===== src/rtl/ext_rd_pkg.sv =====
package ext_rd_pkg;
  localparam int unsigned CNT_W = 6;

  typedef logic [CNT_W-1:0] cnt_t;

  typedef struct packed {
    cnt_t rd_setup;
    cnt_t rd_pulse;
    cnt_t cs_setup;
    cnt_t cs_pulse;
    cnt_t total;
  } rd_timing_t;

  typedef enum logic [2:0] {
    FLD_RD_SETUP = 3'd0,
    FLD_RD_PULSE = 3'd1,
    FLD_CS_SETUP = 3'd2,
    FLD_CS_PULSE = 3'd3,
    FLD_TOTAL    = 3'd4
  } cfg_fld_e;

  localparam rd_timing_t TIMING_RST = '{
    rd_setup: cnt_t'(1),
    rd_pulse: cnt_t'(2),
    cs_setup: cnt_t'(1),
    cs_pulse: cnt_t'(2),
    total:    cnt_t'(4)
  };
endpackage


===== src/rtl/ext_rd_cfg.sv =====
module ext_rd_cfg
  import ext_rd_pkg::*;
#(
  parameter int unsigned N_CS = 4,
  parameter int unsigned CS_W = (N_CS > 1) ? $clog2(N_CS) : 1
) (
  input  logic            clk_i,
  input  logic            rst_ni,
  input  logic            we_i,
  input  logic [CS_W-1:0] cs_i,
  input  logic [2:0]      fld_i,
  input  cnt_t            wdata_i,
  input  logic [CS_W-1:0] rd_cs_i,
  output rd_timing_t      timing_o
);
  rd_timing_t tbl_q [N_CS];

  always_ff @(posedge clk_i or negedge rst_ni) begin
    if (!rst_ni) begin
      for (int i = 0; i < N_CS; i++) tbl_q[i] <= TIMING_RST;
    end else if (we_i) begin
      for (int i = 0; i < N_CS; i++) begin
        if (cs_i == CS_W'(i)) begin
          case (fld_i)
            FLD_RD_SETUP: tbl_q[i].rd_setup <= wdata_i;
            FLD_RD_PULSE: tbl_q[i].rd_pulse <= wdata_i;
            FLD_CS_SETUP: tbl_q[i].cs_setup <= wdata_i;
            FLD_CS_PULSE: tbl_q[i].cs_pulse <= wdata_i;
            FLD_TOTAL:    tbl_q[i].total    <= wdata_i;
            default: ;
          endcase
        end
      end
    end
  end

  assign timing_o = tbl_q[rd_cs_i];
endmodule


===== src/rtl/ext_rd_strobe.sv =====
module ext_rd_strobe
  import ext_rd_pkg::*;
(
  input  logic active_i,
  input  logic last_i,
  input  cnt_t cnt_i,
  input  cnt_t setup_i,
  input  cnt_t pulse_i,
  output logic low_o,
  output logic rise_o
);
  logic [CNT_W:0] end_w;
  logic [CNT_W:0] nxt_w;

  assign end_w  = {1'b0, setup_i} + {1'b0, pulse_i};
  assign nxt_w  = {1'b0, cnt_i} + 1'b1;
  assign low_o  = active_i && (cnt_i >= setup_i) && ({1'b0, cnt_i} < end_w);
  // strobe returns high at the coming edge: window end or forced by cycle end
  assign rise_o = low_o && ((nxt_w == end_w) || last_i);
endmodule


===== src/rtl/ext_rd_seq.sv =====
module ext_rd_seq
  import ext_rd_pkg::*;
#(
  parameter int unsigned ADDR_W = 24,
  parameter int unsigned CS_W   = 2
) (
  input  logic              clk_i,
  input  logic              rst_ni,
  input  logic              req_i,
  input  logic [CS_W-1:0]   req_cs_i,
  input  logic [ADDR_W-1:0] req_addr_i,
  input  rd_timing_t        timing_i,
  output logic              busy_o,
  output logic              last_o,
  output cnt_t              cnt_o,
  output rd_timing_t        tim_o,
  output logic [CS_W-1:0]   cs_o,
  output logic [ADDR_W-1:0] addr_o,
  output logic              err_o
);
  logic              busy_q, err_q, start;
  cnt_t              cnt_q;
  rd_timing_t        tim_q;
  logic [CS_W-1:0]   cs_q;
  logic [ADDR_W-1:0] addr_q;
  logic [CNT_W:0]    rd_sum, cs_sum;
  logic              ovf;

  assign start  = req_i && !busy_q;
  assign rd_sum = {1'b0, timing_i.rd_setup} + {1'b0, timing_i.rd_pulse};
  assign cs_sum = {1'b0, timing_i.cs_setup} + {1'b0, timing_i.cs_pulse};
  assign ovf    = (rd_sum > {1'b0, timing_i.total}) || (cs_sum > {1'b0, timing_i.total});
  // total of 0 ends after the first cycle, same as 1
  assign last_o = busy_q && (({1'b0, cnt_q} + 1'b1) >= {1'b0, tim_q.total});

  always_ff @(posedge clk_i or negedge rst_ni) begin
    if (!rst_ni) begin
      busy_q <= 1'b0;
      err_q  <= 1'b0;
      cnt_q  <= '0;
      tim_q  <= '0;
      cs_q   <= '0;
      addr_q <= '0;
    end else if (start) begin
      busy_q <= 1'b1;
      cnt_q  <= '0;
      tim_q  <= timing_i;
      cs_q   <= req_cs_i;
      addr_q <= req_addr_i;
      err_q  <= ovf;
    end else if (busy_q) begin
      if (last_o) busy_q <= 1'b0;
      else        cnt_q  <= cnt_q + 1'b1;
    end
  end

  assign busy_o = busy_q;
  assign cnt_o  = cnt_q;
  assign tim_o  = tim_q;
  assign cs_o   = cs_q;
  assign addr_o = addr_q;
  assign err_o  = err_q;

  AST_ADDR_STABLE: assert property (@(posedge clk_i) disable iff (!rst_ni)
    busy_q && !last_o |=> $stable(addr_q));
  AST_BUSY_HOLD: assert property (@(posedge clk_i) disable iff (!rst_ni)
    busy_q && !last_o |=> busy_q);
  AST_TIM_FROZEN: assert property (@(posedge clk_i) disable iff (!rst_ni)
    busy_q |=> $stable(tim_q));
  AST_ERR_HELD: assert property (@(posedge clk_i) disable iff (!rst_ni)
    busy_q |=> $stable(err_q));
endmodule


===== src/rtl/ext_rd_timer.sv =====
module ext_rd_timer
  import ext_rd_pkg::*;
#(
  parameter int unsigned N_CS   = 4,
  parameter int unsigned ADDR_W = 24,
  parameter int unsigned DATA_W = 8,
  localparam int unsigned CS_W  = (N_CS > 1) ? $clog2(N_CS) : 1
) (
  input  logic              clk_i,
  input  logic              rst_ni,
  input  logic              cfg_we_i,
  input  logic [CS_W-1:0]   cfg_cs_i,
  input  logic [2:0]        cfg_fld_i,
  input  logic [CNT_W-1:0]  cfg_wdata_i,
  input  logic              req_i,
  input  logic [CS_W-1:0]   req_cs_i,
  input  logic [ADDR_W-1:0] req_addr_i,
  output logic              busy_o,
  output logic [ADDR_W-1:0] mem_addr_o,
  output logic [N_CS-1:0]   mem_cs_n_o,
  output logic              mem_rd_n_o,
  input  logic [DATA_W-1:0] mem_data_i,
  output logic [DATA_W-1:0] rdata_o,
  output logic              done_o,
  output logic              err_o
);
  rd_timing_t      cfg_tim, cur_tim;
  logic            busy, last;
  cnt_t            cnt;
  logic [CS_W-1:0] cur_cs;
  logic            rd_low, rd_rise, cs_low, cs_rise;
  logic            rd_seen_q, done_q;
  logic [DATA_W-1:0] rdata_q;

  ext_rd_cfg #(.N_CS(N_CS), .CS_W(CS_W)) u_cfg (
    .clk_i, .rst_ni,
    .we_i(cfg_we_i), .cs_i(cfg_cs_i), .fld_i(cfg_fld_i), .wdata_i(cfg_wdata_i),
    .rd_cs_i(req_cs_i), .timing_o(cfg_tim)
  );

  ext_rd_seq #(.ADDR_W(ADDR_W), .CS_W(CS_W)) u_seq (
    .clk_i, .rst_ni,
    .req_i, .req_cs_i, .req_addr_i, .timing_i(cfg_tim),
    .busy_o(busy), .last_o(last), .cnt_o(cnt), .tim_o(cur_tim),
    .cs_o(cur_cs), .addr_o(mem_addr_o), .err_o(err_o)
  );

  ext_rd_strobe u_rd_stb (
    .active_i(busy), .last_i(last), .cnt_i(cnt),
    .setup_i(cur_tim.rd_setup), .pulse_i(cur_tim.rd_pulse),
    .low_o(rd_low), .rise_o(rd_rise)
  );

  ext_rd_strobe u_cs_stb (
    .active_i(busy), .last_i(last), .cnt_i(cnt),
    .setup_i(cur_tim.cs_setup), .pulse_i(cur_tim.cs_pulse),
    .low_o(cs_low), .rise_o(cs_rise)
  );

  for (genvar g = 0; g < N_CS; g++) begin : g_cs
    assign mem_cs_n_o[g] = !(cs_low && (cur_cs == CS_W'(g)));
  end

  assign mem_rd_n_o = !rd_low;

  always_ff @(posedge clk_i or negedge rst_ni) begin
    if (!rst_ni) begin
      rdata_q   <= '0;
      done_q    <= 1'b0;
      rd_seen_q <= 1'b0;
    end else begin
      if (rd_rise) rdata_q <= mem_data_i;
      // no strobe this cycle: still complete at cycle end
      done_q    <= rd_rise || (last && !rd_seen_q && !rd_low);
      rd_seen_q <= busy && !last && (rd_seen_q || rd_low);
    end
  end

  assign busy_o  = busy;
  assign rdata_o = rdata_q;
  assign done_o  = done_q;

  AST_CS_ONEHOT: assert property (@(posedge clk_i) disable iff (!rst_ni)
    $onehot0(~mem_cs_n_o));
  AST_IDLE_HIGH: assert property (@(posedge clk_i) disable iff (!rst_ni)
    !busy |-> mem_rd_n_o && (&mem_cs_n_o));
  AST_DONE_PULSE: assert property (@(posedge clk_i) disable iff (!rst_ni)
    done_q |=> !done_q);
  AST_DATA_HOLD: assert property (@(posedge clk_i) disable iff (!rst_ni)
    !rd_rise |=> $stable(rdata_q));
  AST_CS_RISE_END: assert property (@(posedge clk_i) disable iff (!rst_ni)
    cs_rise |=> (&mem_cs_n_o));
endmodule


===== config.mk =====
export PLATFORM = sky130hd
export DESIGN_NAME = ext_rd_timer
export DESIGN_NICKNAME = d
export VERILOG_FILES = /design/src/rtl/ext_rd_pkg.sv /design/src/rtl/ext_rd_cfg.sv /design/src/rtl/ext_rd_strobe.sv /design/src/rtl/ext_rd_seq.sv /design/src/rtl/ext_rd_timer.sv
export SDC_FILE = /design/constraint.sdc
export NUM_CORES = 1
export LEC_CHECK = 0
export BUFFER_PORTS_ARGS = -buffer_cell sky130_fd_sc_hd__buf_2
export CAP_MARGIN = 20
export CORE_UTILIZATION = 60
export CTS_CLUSTER_SIZE = 28
export DETAILED_ROUTE_END_ITERATION = 10
export HOLD_SLACK_MARGIN = 0.05
export PLACE_DENSITY = 0.79
export REMOVE_ABC_BUFFERS = 1
export SLEW_MARGIN = 20
export SYNTH_ARGS = -nofsm -noshare
export SYNTH_HDL_FRONTEND = slang
export SYNTH_SLANG_ARGS = --single-unit

===== constraint.sdc =====
create_clock -name clk_i -period 4.2 [get_ports clk_i]
set_clock_uncertainty 0.15 [all_clocks]
set_input_delay 0.84 -clock clk_i [delete_from_list [all_inputs] [get_ports clk_i]]
set_output_delay 0.84 -clock clk_i [all_outputs]
set_load 0.01 [all_outputs]

==> results of run 1 <==
[worst min-delay path, cell delays in order (launching register included)]
cell,delay (ns)
dfrtp_1,0.34
nand2_1,0.05
nand2_1,0.05
[power by group through the flow]
stage	registers [mW]	clock network, mW	logic (mW)
3_5_place_dp	2.82	0	2.80
3_3_place_gp	2.80	0	2.72
2_1_floorplan	2.80	0	2.00
6_report	2.79	1.64	2.86
5_1_grt	2.86	1.74	3.24
4_1_cts	2.79	1.66	2.85
[repair_timing]
item,CTS,global route
setup endpoints to repair,0,5
hold buffers,0,0
resized for setup,0,4
[area by class of cell]
type | count | area [µm²] | share of cell area (%)
clock inverters | 12 | 156 | 1.37
repair buffers | 101 | 572 | 5.01
multi-input cells | 575 | 4960 | 43.4
clock buffers | 20 | 437 | 3.82
inverters | 37 | 139 | 1.22
flip-flops and latches | 194 | 4880 | 42.7
well taps | 220 | 275 | 2.41
[Yosys cell counts, types with 4 or more instances]
cell type  count
nand2b_1       5
fa_1           4
nand3_1       12
ha_1          66
o21ai_1        4
xor2_1        10
o21bai_1       6
mux2_1         8
clkbuf_1      28
xnor2_1       12
dfrtp_1      174
dfstp_2       20
nor3_1         7
nor2b_1       14
a21o_1        12
o21ai_0       33
a21oi_1       16
mux2_4         8
mux2_2       112
nor2_1        19
inv_1         37
nand2_1      159
mux4_2        30
buf_1          7
nor3b_1        4
[worst min-delay path by stage]
stage / startpoint / end / slack, ns / depth (start not counted)
final: u_seq.addr_o[5] / u_seq.addr_o[5] / 0.32 / 2
after global routing: u_seq.addr_o[23] / u_seq.addr_o[23] / 0.35 / 2
after CTS: u_seq.addr_o[5] / u_seq.addr_o[5] / 0.32 / 2
after detailed placement: u_seq.addr_o[5] / u_seq.addr_o[5] / 0.31 / 2
after global placement: u_seq.addr_o[5] / u_seq.addr_o[5] / 0.30 / 2
after floorplan: u_seq.tim_o[10] / u_seq.tim_o[10] / 0.30 / 2
[layer usage]
metal	vias up	part of all wire (%)
met1	3343	46
met5	-	0
met2	151	49
li1	3102	-
met4	0	1.6
met3	27	3.9
[sequential cells by signal, indices dropped and copies added (netlist names)]
signal        cells
u_seq.cnt_o       6
rdata_o           8
rd_seen_q         1
u_seq.busy_o      1
u_seq.addr_o     24
done_o            1
u_seq.tim_o      30
u_cfg.tbl_q     120
u_seq.cs_o        2
u_seq.err_o       1
[stage by stage]
| stage | instances | hold slack (ns) | setup WS (ns) | cell area [µm²] | total power [mW] |
|---|---|---|---|---|---|
| 2_1_floorplan | 806 | 0.302 | 0.626 | 9940 | 4.80 |
| 3_3_place_gp | 1127 | 0.302 | 0.222 | 10800 | 5.52 |
| 3_5_place_dp | 1127 | 0.308 | 0.167 | 10800 | 5.63 |
| 4_1_cts | 1159 | 0.324 | 0.0253 | 11400 | 7.30 |
| 5_1_grt | 1159 | 0.349 | 0.00438 | 11400 | 7.84 |
| 6_report | 1159 | 0.318 | 0.157 | 11400 | 7.30 |
[kinds of logic after synthesis]
group                    after synthesis
flip-flops                           194
AND/OR/NAND/NOR                      236
XOR/XNOR                              26
adder cells (fa/ha/maj)               70
multiplexers                         158
buffers and inverters                 72
AO/OA/AOI/OAI                         85
==> flow_summary.json, run 1 <==
{
  "grt_start_max_net_pins": 100,
  "ys.flop_type": "dfrtp_1",
  "irDropWorstVdd_uv": 332,
  "drc": 0,
  "routed_wirelength_um": 20700,
  "layout_common_cells": "dfrtp_1, nand2_1, mux2_2",
  "gr-usage-met3_pct": 3.86,
  "avgSynthCellArea_um2": 12.0,
  "drive_gt1_share_pct": 33.5,
  "cap_violations": 0,
  "start_util_pct": 61.2,
  "yosysUniqueCellTypes": 51,
  "cp.depth": 10,
  "antenna_cells": 0,
  "yosys_warnings": 0,
  "worstSetupStartpointType": "flip-flop",
  "antenna_found_initial": 0,
  "synth_edf_count": 0,
  "crit_path_end_kind": "primary output",
  "area_delta_synth_final_pct": 13.4,
  "finalNetCount": 1045,
  "synth_top_area_share_pct": 43.2,
  "synth_simple_gate_area_share_pct": 10.5,
  "hpwl_um": 14600,
  "leakagePower_nw": 5.59,
  "grt_pass1_vias": 6754,
  "relSlewSlack_pct": 31.4,
  "fp-row-count": 47,
  "crit_chain": "ha_1, fa_1, a21o_1, a21oi_2, xor2_1, ha_1, a211oi_1, or4_1, nand4b_1, buf_2",
  "place.gp.congestion": 0.812,
  "syn-cell-area_um2": 10100,
  "cp-endpoint": "mem_cs_n_o[0]",
  "crit_start": "u_seq.tim_o[6]",
  "slew_violations": 0,
  "clock_path_buffers": 2,
  "nFillCells": 1179,
  "die_x_um": 132,
  "routedWlPerCell_um": 17.9,
  "clock-root-buffer": "clkbuf_16",
  "synthArstFlopShare_pct": 100,
  "synth_top_cell_by_area": "dfrtp_1",
  "seq_power_share_pct": 38.3,
  "clock_latency_ns": 0.43,
  "path_common_cell": "ha_1",
  "required_ns": 3.21,
  "synth_seq_cells": 194,
  "clkPwrFrac_pct": 22.5,
  "firstDrtPassIters": 4,
  "crit_path_max_fanout": 4,
  "fin_tns_setup_ns": 0,
  "finalCritPeriodShare_pct": 96.3,
  "postCtsSetupRepairBufs": 0,
  "cts_tree": "built",
  "met2_usage_pct": 42.3,
  "critPathTopFamily": "adder cells",
  "grt.met1_usage_pct": 35.6,
  "synth_top_family_by_area": "multiplexers",
  "hold_violations": 0,
  "avgViaCountPerCell": 5.71,
  "reg2reg_setup_slack_ns": 0.81,
  "cpMaxStageDelayCell": "or4_1",
  "synth.area.top_cells": "dfrtp_1, mux2_2, ha_1, mux4_2, nand2_1",
  "fin_util_pct": 69.3,
  "seq_area_frac_synth_pct": 48.4,
  "grtUsageTotal_pct": 25.8,
  "port_buffers": 88,
  "io_pins": 89,
  "worst_slew_pin_slew_ns": 1.03,
  "regToRegStartpoint": "u_seq.cnt_o[1]",
  "die-area_um2": 17300,
  "top_usage_layer": "met2",
  "htree_levels": 4,
  "final_common_cell": "dfrtp_1",
  "cts_num_sinks": 194,
  "initialDrtViolationCount": 353,
  "cp_num_buf_inv": 1,
  "crit_type": "reg2out",
  "critPathMaxStageDelay_ns": 0.55,
  "detail-route-antenna-nets": 0,
  "syn_inst": 841,
  "min_period_ns": 4.04,
  "hp-class": "reg2reg",
  "p_per_area_nw_per_um2": 639,
  "core_area_um2": 16500,
  "p_comb_share_pct": 39.2,
  "grt_overflow": 0,
  "p_int_mw": 4.75,
  "via_count": 6623,
  "max_freq_mhz": 247,
  "status": "complete, no violations",
  "synth_xor_area_share_pct": 2.87,
  "setup_viol": 0,
  "cts_buffers": 17,
  "grt_pass1_wl_um": 34900,
  "swShare_pct": 34.9,
  "p_sw_mw": 2.55,
  "die_h_um": 132,
  "muxShareOfSynthArea_pct": 21.3,
  "synth_compound_gate_area_share_pct": 5.22,
  "synthAdderAreaFrac_pct": 8.99,
  "clk_pin_slew_ns": 0.07,
  "reg2reg_depth": 11,
  "r2r-end": "rdata_o[6]",
  "rsz0062_at_grt": "false",
  "worst_ep_arrival_time_ns": 3.05
}
No activity file was read; power rests on OpenSTA's default activity.
==> run 2: changes to the inputs <==
--- a/config.mk
+++ b/config.mk
@@ -7,12 +7,13 @@
 export LEC_CHECK = 0
 export BUFFER_PORTS_ARGS = -buffer_cell sky130_fd_sc_hd__buf_2
 export CAP_MARGIN = 20
-export CORE_UTILIZATION = 60
+export CORE_UTILIZATION = 50
 export CTS_CLUSTER_SIZE = 28
 export DETAILED_ROUTE_END_ITERATION = 10
 export HOLD_SLACK_MARGIN = 0.05
-export PLACE_DENSITY = 0.79
+export PLACE_DENSITY = 0.68
 export REMOVE_ABC_BUFFERS = 1
+export SETUP_SLACK_MARGIN = 0.5
 export SLEW_MARGIN = 20
 export SYNTH_ARGS = -nofsm -noshare
 export SYNTH_HDL_FRONTEND = slang
==> flow_summary.json, run 2 (same netlist as run 1, synthesis figures left out) <==
{
  "layout_setup_ws_ns": 0.250,
  "place_area_um2": 10900,
  "routedWlPerCell_um": 17.1,
  "detail-route-antenna-nets": 0,
  "worst_slew_pin_slew_ns": 0.988,
  "rsz0062_at_grt": "true",
  "crit_type": "reg2out",
  "crit_path_end_kind": "primary output",
  "crit_start": "u_seq.tim_o[12]",
  "pre_cts_ws_ns": 0.133,
  "slew_violations": 0,
  "grt_start_max_net_pins": 89,
  "area_delta_synth_final_pct": 15.5,
  "totalPowerFinal_mw": 7.33,
  "relSlewSlack_pct": 34.1,
  "crit_chain": "ha_2, fa_2, inv_2, ha_4, a21o_1, a21o_1, a21o_1, a211oi_2, or4_4, nand4b_1, buf_2",
  "die_h_um": 144,
  "r2r-end": "rdata_o[2]",
  "cap_violations": 0,
  "routed_wirelength_um": 20800,
  "p_per_area_nw_per_um2": 630,
  "finalNetCount": 1061,
  "largest_register_ffs": 120,
  "avgViaCountPerCell": 5.39,
  "finalCritPeriodShare_pct": 94.0,
  "initialDrtViolationCount": 283,
  "reg2reg_setup_slack_ns": 0.82,
  "fin_hold_ws_ns": 0.234,
  "cpMaxStageDelayCell": "fa_2",
  "grt_overflow": 0,
  "grt_pass1_vias": 6398,
  "fin_tns_setup_ns": 0,
  "hold_violations": 0,
  "path_common_cell": "a21o_1",
  "clock-root-buffer": "clkbuf_16",
  "antenna_found_initial": 0,
  "min_period_ns": 3.95,
  "via_count": 6571,
  "cp-endpoint": "mem_cs_n_o[0]",
  "grtUsageTotal_pct": 21.5,
  "leakagePower_nw": 5.66,
  "worstSetupStartpointType": "flip-flop",
  "clk_pin_slew_ns": 0.06,
  "drc": 0,
  "final_common_cell": "dfrtp_1",
  "cts_tree": "built",
  "reg2reg_depth": 11,
  "layout_common_cells": "dfrtp_1, nand2_1, mux2_2",
  "fp-row-count": 51,
  "setup_viol": 0,
  "critPathMaxStageDelay_ns": 0.54,
  "regArea_um2": 4880,
  "cts_num_sinks": 194,
  "grt_pass1_wl_um": 33700,
  "start_util_pct": 51.4,
  "status": "complete, no violations",
  "multiInputGateArea_um2": 5030,
  "drive_gt1_share_pct": 36.5,
  "io_pins": 89,
  "clock_latency_ns": 0.43,
  "crit_path_max_fanout": 4,
  "clock_path_buffers": 2,
  "firstDrtPassIters": 4,
  "hp-class": "in2async",
  "regToRegStartpoint": "u_seq.cnt_o[1]",
  "hpwl_um": 14500,
  "max_freq_mhz": 253,
  "place.gp.congestion": 0.796,
  "core_area_um2": 19600,
  "required_ns": 3.21,
  "htree_levels": 4,
  "nFillCells": 1608,
  "worst_ep_arrival_time_ns": 2.96,
  "antenna_cells": 0,
  "cts_buffers": 17,
  "top_register": "u_cfg.tbl_q",
  "die-area_um2": 20700,
  "port_buffers": 88,
  "design_area_um2": 11600,
  "die_x_um": 144,
  "irDropWorstVdd_uv": 316
}
## run 2: power breakdown
| part | internal, mW | switching, mW |
|---|---|---|
| Sequential | 2.44 | 0.340 |
| Combinational | 1.48 | 1.55 |
| Clock | 0.787 | 0.733 |
## run 2: timing repair
action	4_1_cts	5_1_grt
endpoints found under the hold margin	0	0
buffers inserted	4	11
endpoints found under the setup margin	5	6
gates resized for setup	12	14
hold buffers	0	0
pin swaps	11	12
## run 2: critical path, delay by kind of cell (launching register included)
kind | cells | cell delay, ns
compound gates | 4 | 0.37
fa+ha+maj | 3 | 0.98
buf+inv | 2 | 0.18
flops | 1 | 0.38
simple gates | 2 | 0.61
## run 2: routing by layer
metal,track usage [%],routed length [µm],vias to the layer above
met4,5.77,194,0
met3,3.90,766,19
met2,34.5,9720,132
met1,30.1,10100,3269
li1,-,-,3151
met5,0,0,-
## run 2: area by class of cell
class                      instances  area share, %
inverter                          37           1.19
clock buffer                      20           3.84
timing repair buffer             117           6.03
tap                              265           2.85
clock inverter                    12          0.882
multi-input combinational        575           43.2
sequential                       194           42.0
## run 2: worst min path at each step
| stage | start | to | slack [ns] | cells after the start |
|---|---|---|---|---|
| 2_1_floorplan | u_seq.tim_o[10] | u_seq.tim_o[10] | 0.30 | 2 |
| 3_3_place_gp | u_seq.addr_o[4] | u_seq.addr_o[4] | 0.30 | 2 |
| 3_5_place_dp | u_seq.addr_o[21] | u_seq.addr_o[21] | 0.31 | 2 |
| 4_1_cts | rst_ni | rdata_o[1] | 0.25 | 1 |
| 5_1_grt | rst_ni | rdata_o[5] | 0.28 | 1 |
| 6_report | rst_ni | rdata_o[1] | 0.23 | 1 |
## run 2: per-stage QoR
step | utilization, % | instances
after CTS | 58.7 | 1209
after global placement | 55.4 | 1173
after detailed placement | 55.4 | 1173
after floorplan | - | 806
final | 59.4 | 1220
after global routing | 59.4 | 1220
==> run 3: changes to the inputs <==
==> constraint.sdc (replaced) <==
create_clock -name clk_i -period 4.15 [get_ports clk_i]
set_clock_uncertainty 0.15 [all_clocks]
set_input_delay 0.83 -clock clk_i [delete_from_list [all_inputs] [get_ports clk_i]]
set_output_delay 0.83 -clock clk_i [all_outputs]
set_load 0.01 [all_outputs]
==> flow_summary.json, run 3 (same netlist as run 1, synthesis figures left out) <==
{
  "drive_gt1_share_pct": 36.9,
  "initialDrtViolationCount": 346,
  "final_cells": 1232,
  "layout_common_cells": "dfrtp_1, nand2_1, mux2_2",
  "grt_pass1_vias": 6514,
  "leakagePower_nw": 5.74,
  "antenna_found_initial": 0,
  "setup_viol": 0,
  "reg2reg_setup_slack_ns": 0.42,
  "status": "complete, no violations",
  "slew_violations": 0,
  "worst_ep_arrival_time_ns": 3.00,
  "drc": 0,
  "irDropWorstVdd_uv": 303,
  "die_h_um": 144,
  "top_register": "u_cfg.tbl_q",
  "die-area_um2": 20700,
  "hp-class": "in2async",
  "crit_type": "reg2out",
  "place.gp.congestion": 0.776,
  "fin_hold_ws_ns": 0.290,
  "grtUsageTotal_pct": 22.4,
  "nFillCells": 1629,
  "routed_wirelength_um": 21800,
  "hold_violations": 0,
  "antenna_cells": 0,
  "required_ns": 3.17,
  "min_period_ns": 3.98,
  "layout_setup_ws_ns": 0.168,
  "die_x_um": 144,
  "pre_cts_ws_ns": 0.0804,
  "grt_pass1_wl_um": 35100,
  "placedCellCount": 1176,
  "core_area_um2": 19600,
  "via_count": 6688,
  "cap_violations": 0,
  "crit_path_max_fanout": 4,
  "multiInputGateArea_um2": 5020,
  "rsz0062_at_grt": "true",
  "finalNetCount": 1073,
  "postCtsHoldBufs": 0,
  "final_common_cell": "dfrtp_1",
  "clock_path_buffers": 2,
  "htree_levels": 4,
  "worst_slew_pin_slew_ns": 0.982,
  "detail-route-antenna-nets": 0,
  "clock-root-buffer": "clkbuf_16",
  "grt_start_max_net_pins": 87,
  "start_util_pct": 51.4,
  "clock_latency_ns": 0.44,
  "port_buffers": 88,
  "io_pins": 89,
  "fin_tns_setup_ns": 0,
  "regArea_um2": 4880,
  "cts_tree": "built",
  "avgViaCountPerCell": 5.43,
  "totalPowerFinal_mw": 7.75,
  "routedWlPerCell_um": 17.7,
  "worstSetupStartpointType": "flip-flop",
  "clk_pin_slew_ns": 0.07,
  "relSlewSlack_pct": 34.5,
  "cts_buffers": 17,
  "largest_register_ffs": 120,
  "p_per_area_nw_per_um2": 659,
  "hpwl_um": 14900,
  "max_freq_mhz": 251,
  "cts_num_sinks": 194,
  "crit_path_end_kind": "primary output",
  "finalCritPeriodShare_pct": 96.0,
  "fp-row-count": 51,
  "firstDrtPassIters": 5,
  "grt_overflow": 0,
  "area_delta_synth_final_pct": 16.9
}
[run 3: cell types whose count changed in the layout (fill, tap and decap cells not counted)]
| cell | delta |
|---|---|
| clkinv_8 | -1 |
| clkbuf_1 | +1 |
| clkinv_2 | -2 |
| xor2_1 | +1 |
| clkbuf_8 | +1 |
| buf_4 | +12 |
| xor2_2 | -1 |
| inv_1 | +1 |
| bufinv_16 | +3 |
| clkinv_4 | -2 |
| nor2_2 | -1 |
| inv_2 | -1 |
| nor2_1 | +1 |
[run 3: worst max-delay path: stages (launching register included)]
cell      delay [ns]
dfrtp_1         0.40
buf_4           0.15
fa_2            0.56
inv_2           0.04
ha_4            0.25
a21o_1          0.09
a21o_1          0.11
a21o_1          0.13
a211oi_2        0.07
or4_4           0.52
nand4b_1        0.10
buf_2           0.14
[run 3: power breakdown]
part	leakage [nW]	total (mW)	switching, mW	internal [mW]
clock	0.297	1.73	0.738	0.991
sequential	2.42	2.82	0.349	2.47
combinational	3.02	3.21	1.62	1.59
[run 3: cell type report]
cell class,count,share of cell area [%]
Clock inverter,10,1.26
Tap cell,265,2.82
Timing Repair Buffer,129,6.72
Inverter,37,1.18
Sequential cell,194,41.4
Clock buffer,22,3.94
Multi-Input combinational cell,575,42.6
[run 3: per-layer routing]
layer,vias to the layer above,GRT usage [%],part of all wire (%)
li1,3166,-,-
met1,3388,31.0,48
met2,118,36.6,48
met3,16,3.83,3.1
met4,0,5.77,0.97
met5,-,0,0
[run 3: worst paths after layout]
path / from / endpoint / cells after the start
max reg2reg: u_seq.tim_o[24] / done_o / 21
min reg2reg: u_seq.addr_o[3] / u_seq.addr_o[3] / 2
min in group clk_i: u_seq.addr_o[3] / u_seq.addr_o[3] / 2
min: rst_ni / rdata_o[1] / 1
max in group asynchronous: rst_ni / u_cfg.tbl_q[49] / 2
max: u_seq.tim_o[7] / mem_cs_n_o[0] / 11
[run 3: timing repair]
item	in CTS	in global routing
setup buffers	17	7
gates resized for setup	13	12
pin swaps	13	6
endpoints found under the hold margin	0	0
endpoints found under the setup margin	5	7
[run 3: stage by stage]
| step | instance area (µm²) | utilization, % |
|---|---|---|
| floorplan | 9940 | - |
| global placement | 10900 | 55.6 |
| detailed placement | 10900 | 55.6 |
| CTS | 11700 | 59.6 |
| global route | 11800 | 60.1 |
| finish | 11800 | 60.1 |
